$ cat src/rtl/aws_pkg.sv
package aws_pkg;

  // Strobes from the control to the datapath
  typedef struct packed {
    logic setAlarm;
    logic setWdog;
    logic clrFlags;
    logic startPulse;
    logic clrWdCnt;
    logic incWdCnt;
  } awsStrobe_t;

  // Conditions reported by the datapath to the control
  typedef struct packed {
    logic timeMatch;
    logic ssService;
    logic wdAtLimit;
    logic pulseLast;
  } awsCond_t;

  typedef enum logic [1:0] {
    WD_OFF   = 2'd0,
    WD_RUN   = 2'd1,
    WD_RESET = 2'd2
  } wdState_t;

  localparam int unsigned TIME_FIELDS = 3;
  localparam int unsigned WD_EN_BIT   = 7;
  localparam int unsigned AL_EN_BIT   = 4;
  localparam int unsigned ST_WD_BIT   = 6;
  localparam int unsigned ST_AL_BIT   = 3;

endpackage

$ cat src/rtl/aws_datapath.sv
module aws_datapath
  import aws_pkg::*;
#(
  parameter int unsigned DW             = 8,
  parameter int unsigned TIMEOUT_CYCLES = 1000,
  parameter int unsigned PULSE_CYCLES   = 16
) (
  input  logic                             clk,
  input  logic                             rstN,
  input  logic [TIME_FIELDS-1:0][DW-1:0]   curTime,
  input  logic [TIME_FIELDS-1:0][DW-1:0]   almTime,
  input  logic                             ssActive,
  input  logic                             xferSeen,
  input  awsStrobe_t                       strobe,
  output awsCond_t                         cond,
  output logic                             alarmFlag,
  output logic                             wdogFlag,
  output logic                             pulseActive
);

  localparam int unsigned CNT_W   = (TIMEOUT_CYCLES > 1) ? $clog2(TIMEOUT_CYCLES) : 1;
  localparam int unsigned PULSE_W = $clog2(PULSE_CYCLES + 1);
  localparam logic [CNT_W-1:0]   CNT_LIMIT = CNT_W'(TIMEOUT_CYCLES - 1);
  localparam logic [PULSE_W-1:0] PULSE_LOAD = PULSE_W'(PULSE_CYCLES);

  // Field-wise comparison of live time against alarm latches
  logic [TIME_FIELDS-1:0] fieldEq;
  for (genvar f = 0; f < TIME_FIELDS; f++) begin : gCmp
    assign fieldEq[f] = (curTime[f] == almTime[f]);
  end
  assign cond.timeMatch = &fieldEq;

  // Slave-select period tracking: a period is dirty once a transfer is seen
  logic ssPrev;
  logic ssDirty;
  always_ff @(posedge clk or negedge rstN) begin
    if (!rstN) begin
      ssPrev  <= 1'b0;
      ssDirty <= 1'b0;
    end else begin
      ssPrev <= ssActive;
      if (ssActive && !ssPrev)
        ssDirty <= xferSeen;
      else if (ssActive && xferSeen)
        ssDirty <= 1'b1;
    end
  end
  assign cond.ssService = ssPrev && !ssActive && !ssDirty;

  // Watchdog interval counter
  logic [CNT_W-1:0] wdCnt;
  always_ff @(posedge clk or negedge rstN) begin
    if (!rstN)
      wdCnt <= '0;
    else if (strobe.clrWdCnt)
      wdCnt <= '0;
    else if (strobe.incWdCnt)
      wdCnt <= wdCnt + 1'b1;
  end
  assign cond.wdAtLimit = (wdCnt == CNT_LIMIT);

  // Reset pulse length counter
  logic [PULSE_W-1:0] pulseCnt;
  always_ff @(posedge clk or negedge rstN) begin
    if (!rstN)
      pulseCnt <= '0;
    else if (strobe.startPulse)
      pulseCnt <= PULSE_LOAD;
    else if (pulseCnt != '0)
      pulseCnt <= pulseCnt - 1'b1;
  end
  assign cond.pulseLast = (pulseCnt == PULSE_W'(1));
  assign pulseActive    = (pulseCnt != '0);

  // Status flags: a set in the same cycle as a clear wins
  always_ff @(posedge clk or negedge rstN) begin
    if (!rstN) begin
      alarmFlag <= 1'b0;
      wdogFlag  <= 1'b0;
    end else begin
      if (strobe.setAlarm)      alarmFlag <= 1'b1;
      else if (strobe.clrFlags) alarmFlag <= 1'b0;
      if (strobe.setWdog)       wdogFlag  <= 1'b1;
      else if (strobe.clrFlags) wdogFlag  <= 1'b0;
    end
  end

endmodule

$ cat src/rtl/aws_control.sv
module aws_control
  import aws_pkg::*;
(
  input  logic       clk,
  input  logic       rstN,
  input  logic       secTick,
  input  logic       alarmEn,
  input  logic       wdogEn,
  input  logic       statusRead,
  input  awsCond_t   cond,
  output awsStrobe_t strobe
);

  wdState_t wdState, wdNext;

  always_ff @(posedge clk or negedge rstN) begin
    if (!rstN) wdState <= WD_OFF;
    else       wdState <= wdNext;
  end

  always_comb begin
    strobe          = '0;
    wdNext          = wdState;
    // Alarm is sampled only on the seconds tick
    strobe.setAlarm = secTick && alarmEn && cond.timeMatch;
    strobe.clrFlags = statusRead;

    unique case (wdState)
      WD_OFF: begin
        strobe.clrWdCnt = 1'b1;
        if (wdogEn) wdNext = WD_RUN;
      end
      WD_RUN: begin
        if (!wdogEn) begin
          strobe.clrWdCnt = 1'b1;
          wdNext          = WD_OFF;
        end else if (cond.ssService) begin
          strobe.clrWdCnt = 1'b1;
        end else if (cond.wdAtLimit) begin
          strobe.startPulse = 1'b1;
          strobe.setWdog    = 1'b1;
          strobe.clrWdCnt   = 1'b1;
          wdNext            = WD_RESET;
        end else begin
          strobe.incWdCnt = 1'b1;
        end
      end
      WD_RESET: begin
        strobe.clrWdCnt = 1'b1;
        if (cond.pulseLast) wdNext = wdogEn ? WD_RUN : WD_OFF;
      end
      default: begin
        strobe.clrWdCnt = 1'b1;
        wdNext          = WD_OFF;
      end
    endcase
  end

endmodule

$ cat src/rtl/alarm_wdog_supervisor.sv
module alarm_wdog_supervisor
  import aws_pkg::*;
#(
  parameter int unsigned DW             = 8,
  parameter int unsigned TIMEOUT_CYCLES = 1000,
  parameter int unsigned PULSE_CYCLES   = 16
) (
  input  logic          clk,
  input  logic          rstN,
  input  logic          secTick,
  input  logic [DW-1:0] curSec,
  input  logic [DW-1:0] curMin,
  input  logic [DW-1:0] curHour,
  input  logic [DW-1:0] almSec,
  input  logic [DW-1:0] almMin,
  input  logic [DW-1:0] almHour,
  input  logic [7:0]    intCtrl,
  input  logic          ssActive,
  input  logic          xferSeen,
  input  logic          statusRead,
  output logic          intN,
  output logic          cpuRstN,
  output logic [7:0]    status
);

  logic [TIME_FIELDS-1:0][DW-1:0] curTime;
  logic [TIME_FIELDS-1:0][DW-1:0] almTime;
  assign curTime = {curHour, curMin, curSec};
  assign almTime = {almHour, almMin, almSec};

  logic unusedCtrlBits;
  assign unusedCtrlBits = ^{intCtrl[6:5], intCtrl[3:0]};

  awsStrobe_t strobe;
  awsCond_t   cond;
  logic       alarmFlag;
  logic       wdogFlag;
  logic       pulseActive;

  aws_control uCtrl (
    .clk        (clk),
    .rstN       (rstN),
    .secTick    (secTick),
    .alarmEn    (intCtrl[AL_EN_BIT]),
    .wdogEn     (intCtrl[WD_EN_BIT]),
    .statusRead (statusRead),
    .cond       (cond),
    .strobe     (strobe)
  );

  aws_datapath #(
    .DW             (DW),
    .TIMEOUT_CYCLES (TIMEOUT_CYCLES),
    .PULSE_CYCLES   (PULSE_CYCLES)
  ) uDp (
    .clk         (clk),
    .rstN        (rstN),
    .curTime     (curTime),
    .almTime     (almTime),
    .ssActive    (ssActive),
    .xferSeen    (xferSeen),
    .strobe      (strobe),
    .cond        (cond),
    .alarmFlag   (alarmFlag),
    .wdogFlag    (wdogFlag),
    .pulseActive (pulseActive)
  );

  assign intN    = !alarmFlag;
  assign cpuRstN = !pulseActive;

  always_comb begin
    status            = 8'h00;
    status[ST_WD_BIT] = wdogFlag;
    status[ST_AL_BIT] = alarmFlag;
  end

endmodule

$ cat config.mk
export PLATFORM = sky130hd
export DESIGN_NAME = alarm_wdog_supervisor
export DESIGN_NICKNAME = d
export VERILOG_FILES = /design/src/rtl/aws_pkg.sv /design/src/rtl/aws_datapath.sv /design/src/rtl/aws_control.sv /design/src/rtl/alarm_wdog_supervisor.sv
export SDC_FILE = /design/constraint.sdc
export NUM_CORES = 1
export LEC_CHECK = 0
export ABC_AREA = 1
export BUFFER_PORTS_ARGS = -buffer_cell sky130_fd_sc_hd__buf_2
export CORE_UTILIZATION = 47
export DETAILED_ROUTE_END_ITERATION = 6
export PLACE_DENSITY_LB_ADDON = 0.1
export SETUP_SLACK_MARGIN = 0.3
export SYNTH_ARGS = -nofsm -noshare
export SYNTH_HDL_FRONTEND = slang
export SYNTH_SLANG_ARGS = --single-unit
$ cat constraint.sdc
create_clock -name clk -period 1.35 [get_ports clk]
set_input_delay 0.2025 -clock clk [delete_from_list [all_inputs] [get_ports clk]]
set_output_delay 0.2025 -clock clk [all_outputs]
set_load 0.02 [all_outputs]
**Yosys cells after proc, flatten, opt, wreduce, memory -nomap -nowiden**

Index checks and enable logic that the tools add are counted.

- Register bits: 21
- Bits in latches: 0
- RAM bits: 0
- Memory bits (read-only): 0
- Bits of input ports: 62
- Output and inout bits: 10
- Word-level logic and storage cells: 71
- Memories kept: 0

- Add/sub/neg operators: 2
- $mul: 0
- Divide/modulo/power cells: 0
- $lt $le $gt $ge: 0
- Eq/ne operators: 11
- Shift operators: 0
- Muxes and demuxes: 31
- Bitwise gates (word level): 0
- Reductions and logical operators: 20

Operators by type and width:

| cell | number |
|---|---|
| $eq 8x8->1 | 3 |
| $mux 1 | 20 |
| $mux 10 | 2 |
| $mux 2 | 6 |
| $add 10x1->10 const B | 1 |
| $eq 10x10->1 const B | 1 |
| $mux 5 | 2 |
| $reduce_bool 2->1 | 5 |
| $logic_and 1x1->1 | 6 |
| $ne 3x3->1 const B | 2 |
| $pmux 2 s3 | 1 |
| $eq 5x1->1 const B | 1 |
| $logic_not 1->1 | 5 |
| $reduce_bool 5->1 | 1 |
| $sub 5x1->5 const B | 1 |
| $ne 2x2->1 const B | 2 |
| $reduce_and 4->1 | 1 |
| $reduce_and 3->1 | 1 |
| $eq 2x1->1 const B | 1 |
| $eq 2x2->1 const B | 1 |
| $logic_not 2->1 | 1 |

**Longest topological paths before layout**

- Depth in word-level cells: 8
- Gate-level depth with buffers: 8
- Mapped depth without buffers: 8

**Modules after synthesis**

A second synthesis with hierarchy kept.

- Cells, all modules: 247
- Area total of the unflattened synthesis: 1594.0 sq um

By module, submodules not included:

| module | times used | cells an instance | area each (sq um) |
|---|---|---|---|
| aws_datapath | 1 | 218 | 1375.1 |
| aws_control | 1 | 18 | 147.6 |
| alarm_wdog_supervisor | 1 | 11 | 71.3 |

**Worst setup path before layout**

OpenSTA, ideal clock, no wires.

- Path type: reg2reg
- Start point: register uDp.pulseCnt[0]
- End point: register uDp.pulseCnt[1]
- Library setup time: 0.128 ns
- Arrival: 1.152 ns
- Required time: 1.222 ns
- Setup slack: 0.070 ns
- Cell stages (with the launch flop): 7
- Buffers on the path: 0
- Clock period less this slack: 1.280 ns
- Cell sequence: dfrtp_1 > inv_1 > ha_1 > nand3_2 > inv_1 > or2_0 > a21oi_1

- Cells in the longest elaborated chain, start to end: 3

RTL lines:

| element | line | source |
|---|---|---|
| start, declared | aws_datapath.sv:63 | `logic [PULSE_W-1:0] pulseCnt;` |
| start signal, assigned | aws_datapath.sv:70 | `pulseCnt <= pulseCnt - 1'b1;` |
| $sub 5x1->5 | aws_datapath.sv:70 |  |
| $mux 5 | aws_datapath.sv:69 | `else if (pulseCnt != '0)` |
| $mux 5 | aws_datapath.sv:67 | `else if (strobe.startPulse)` |

Several ways; a longest one is shown, not always the timed one. The select of a mux whose other input is x is not followed.
A chain may end at the register's enable or synchronous reset.

**Worst setup path in the final report**

- Start point: register uDp.pulseCnt[1]
- End point: output port cpuRstN

- Cells in the longest elaborated chain, start to end: 2

RTL lines:

| element | line | source |
|---|---|---|
| $reduce_bool 5->1 | aws_datapath.sv:73 | `assign pulseActive = (pulseCnt != '0);` |
| $logic_not 1->1 | alarm_wdog_supervisor.sv:70 | `assign cpuRstN = !pulseActive;` |
| end, declared | alarm_wdog_supervisor.sv:22 | `output logic cpuRstN,` |

Every way passes these cells.

==> key figures <==
Floorplan
  • Die Y: 61.0 um
  • Die width: 61.0 um
  • # rows: 21
  • Core area: 3340 um2
  • Die area: 3720 um2
  • I/O Pins: 72
  • Initial Util: 0.490

Synth
  • Mapped Area: 1640 um2
  • Main flop type after synthesis: dfrtp_1
  • Asr flop ratio synth: 1.00
  • Post-synth EDFFs: 0
  • Syn Area/Cell: 6.34 um2
  • Synth unique cells: 31
  • Ys Warns: 0
  • Mapped Cells: 258
  • Yosys reg bits: 21
  • Sequential cell area fraction in the yosys report: 0.321

Clocking
  • Clock Latency Late Sink: 0.30 ns
  • Reg clk slew, reported paths: 0.12 ns
  • CTS tree: done
  • Total CTS buffers: 3
  • Clock Tree Buf Depth: 2
  • H-Tree Depth: 1
  • Clock sinks: 21
  • Clock Tree Root: clkbuf_4

Job
  • Maxcap violations: 0

Place
  • Final GP Congestion: 0.760
  • Placement Cell Area: 1990 um2
  • Port bufs: 59
  • HPWL after detailed placement: 2530 um

Outcome
  • Run status: finished with violations
  • Failing checks: negative setup slack

Setup path
  • Req. time, crit path: 1.15 ns
  • Reg-to-Reg Start: uDp.wdCnt[0]
  • CP Max Fanout: 2
  • WP data arrival: 1.22 ns
  • Worst Reg-to-Reg Cells: 7
  • Worst Setup SP: uDp.pulseCnt[1]
  • Kind of critical path: reg -> out
  • Kind of end point of the critical path: output port
  • Crit path launch type: flop

Global routing
  • GRT met2 Usage: 0.396
  • Vias in the first global route: 1469
  • GRT overflow: 0
  • Largest net degree at the start of global routing: 22
  • GRT met3 Usage: 0.0399
  • GRT busiest layer: met2
  • First-pass GRT wire length: 5750 um
  • Total GRT Usage: 0.208
  • GR met1 Demand/Resource: 0.226
  • Initial antenna violation count: 0

Route
  • DRC Markers: 0
  • Vias: 1751
  • Wire per inst: 10.4 um
  • Pre-antenna DRT Iters: 4
  • DR vias/cell: 4.52
  • Final wirelength: 4040 um
  • DR iter-0 viols: 43
  • Post-route ant nets: 0

Pwr
  • PD cells: 610 nW/um2
  • Pint: 0.000988 W
  • Sequential power share: 0.475
  • Clk network pwr share: 0.198
  • Switching part of the total: 0.336
  • Peak VDD IR: 0.299 mV
  • P_sw: 0.000500 W
  • Leakage power: 1.39 nW
  • Share of power burned in combinational logic: 0.326

STA
  • RSZ-0062 raised after global routing: yes
  • Max Clk Rate: 0.704 GHz
  • Final max-slew violation count: 0
  • Crit share post-route: 1.05
  • Final hold violation count: 0
  • Worst Clk Skew: 0.0126 ns
  • Slack of the critical path: -0.0699 ns
  • Post-layout min period: 1.42 ns
  • Final setup vio count: 1
  • Total negative slack: -0.0699 ns

Cells and area
  • # diodes: 0
  • Reg area: 529 um2
  • Finished Cell Area: 2440 um2
  • Synth-to-Final Area Change: 49.1%
  • Area of the multi-input gates: 1100 um2
  • Fraction of layout cells with a size suffix above 1: 0.387
  • Filler cells: 292
  • Final #Nets: 407

Min path
  • Hold Path Depth: 1
  • Min-Delay Startpoint: ssActive
  • Worst Hold Class: in -> reg
metrics by stage:
| step | util | setup WS, ns | total power [W] | hold WS [ns] | instances |
|---|---|---|---|---|---|
| global placement | 0.596 | 0.110 | 0.00105 | 0.181 | 361 |
| detailed placement | 0.596 | 0.0760 | 0.00106 | 0.182 | 361 |
| floorplan | - | 0.193 | 0.000928 | -0.0931 | 263 |
| CTS | 0.675 | -0.0407 | 0.00140 | 0.0218 | 380 |
| finish | 0.731 | -0.0699 | 0.00149 | 0.0379 | 387 |
| global route | 0.731 | -0.155 | 0.00161 | 0.0223 | 387 |
critical path: stages (launching register included):
cell	delay, ns
dfrtp_1	0.41
inv_2	0.09
ha_4	0.15
nand3_4	0.09
inv_4	0.07
buf_6	0.10
layer usage:
layer / wire (um) / vias up
met5: 0 / -
met4: 120 / 0
met1: 1690 / 765
met2: 2040 / 57
met3: 192 / 10
li1: - / 919
Yosys cell counts (3+ instances only):
cell type,n,area share
nand3_2,3,0.018
nand3_1,6,0.018
buf_4,8,0.037
o21ai_0,5,0.015
a21oi_1,5,0.015
nand2_1,87,0.20
inv_1,55,0.13
ha_1,3,0.023
dfrtp_1,21,0.32
xor2_1,3,0.016
nor2_2,3,0.011
nor2_1,27,0.062
nor3_1,7,0.021
nor3_2,3,0.018
logic make-up after synthesis:
kind of cell,synth area share
AO/OA/AOI/OAI,0.0527
XOR/XNOR,0.0268
adder cells (fa/ha/maj),0.0229
buffers and inverters,0.170
flip-flops,0.321
other,0.00229
AND/OR/NAND/NOR,0.404
final cells by class:
| type | instances | area share |
|---|---|---|
| clock buffers | 4 | 0.0108 |
| inverters | 58 | 0.0923 |
| multi-input cells | 177 | 0.451 |
| flip-flops and latches | 21 | 0.217 |
| well taps | 46 | 0.0236 |
| repair buffers | 81 | 0.205 |
final timing paths:
kind | end | slack [ns]
min | uDp.ssPrev | 0.04
max reg2reg | uDp.wdCnt[7] | 0.02
max in group asynchronous | uDp.wdCnt[4] | 0.63
max | cpuRstN | -0.07
min in group asynchronous | uDp.pulseCnt[4] | 0.36
min reg2reg | uDp.ssDirty | 0.51
power by group through the flow:
stage,Clock (W),Combinational (W),Sequential (W)
2_1_floorplan,0,0.000233,0.000695
3_3_place_gp,0,0.000352,0.000699
3_5_place_dp,0,0.000358,0.000699
4_1_cts,0.000307,0.000405,0.000691
5_1_grt,0.000342,0.000554,0.000715
6_report,0.000295,0.000485,0.000707
flip-flops by register name (all words and copies together), names as in the netlist:
signal,flops
uCtrl.wdState,2
uDp.alarmFlag,1
uDp.pulseCnt,5
uDp.ssDirty,1
uDp.ssPrev,1
uDp.wdCnt,10
uDp.wdogFlag,1
layout by cell type (no fill, tap or decap), types with 3 or more instances in the layout:
| cell type | count |
|---|---|
| nor2_1 | 21 |
| buf_6 | 4 |
| buf_2 | 55 |
| nand3_1 | 3 |
| nor3_4 | 4 |
| inv_1 | 50 |
| a21oi_2 | 3 |
| conb_1 | 6 |
| o21ai_1 | 3 |
| dfrtp_1 | 18 |
| nor3_2 | 5 |
| nand2_1 | 85 |
| nor2_4 | 9 |
| inv_2 | 5 |
| nand2_4 | 3 |
| dfrtp_2 | 3 |
| clkbuf_4 | 3 |
| a21oi_1 | 3 |
| buf_4 | 20 |
| o21ai_0 | 3 |
| nand3_4 | 4 |
timing repair:
action / 4_1_cts / 5_1_grt
buffers inserted: 13 / 7
hold buffers: 1 / 0
gates cloned: 1 / 0
resized for setup: 34 / 23
endpoints found under the hold margin: 21 / 0
endpoints found under the setup margin: 22 / 22
pin swaps: 13 / 13
(Power assumes the default switching activity.)
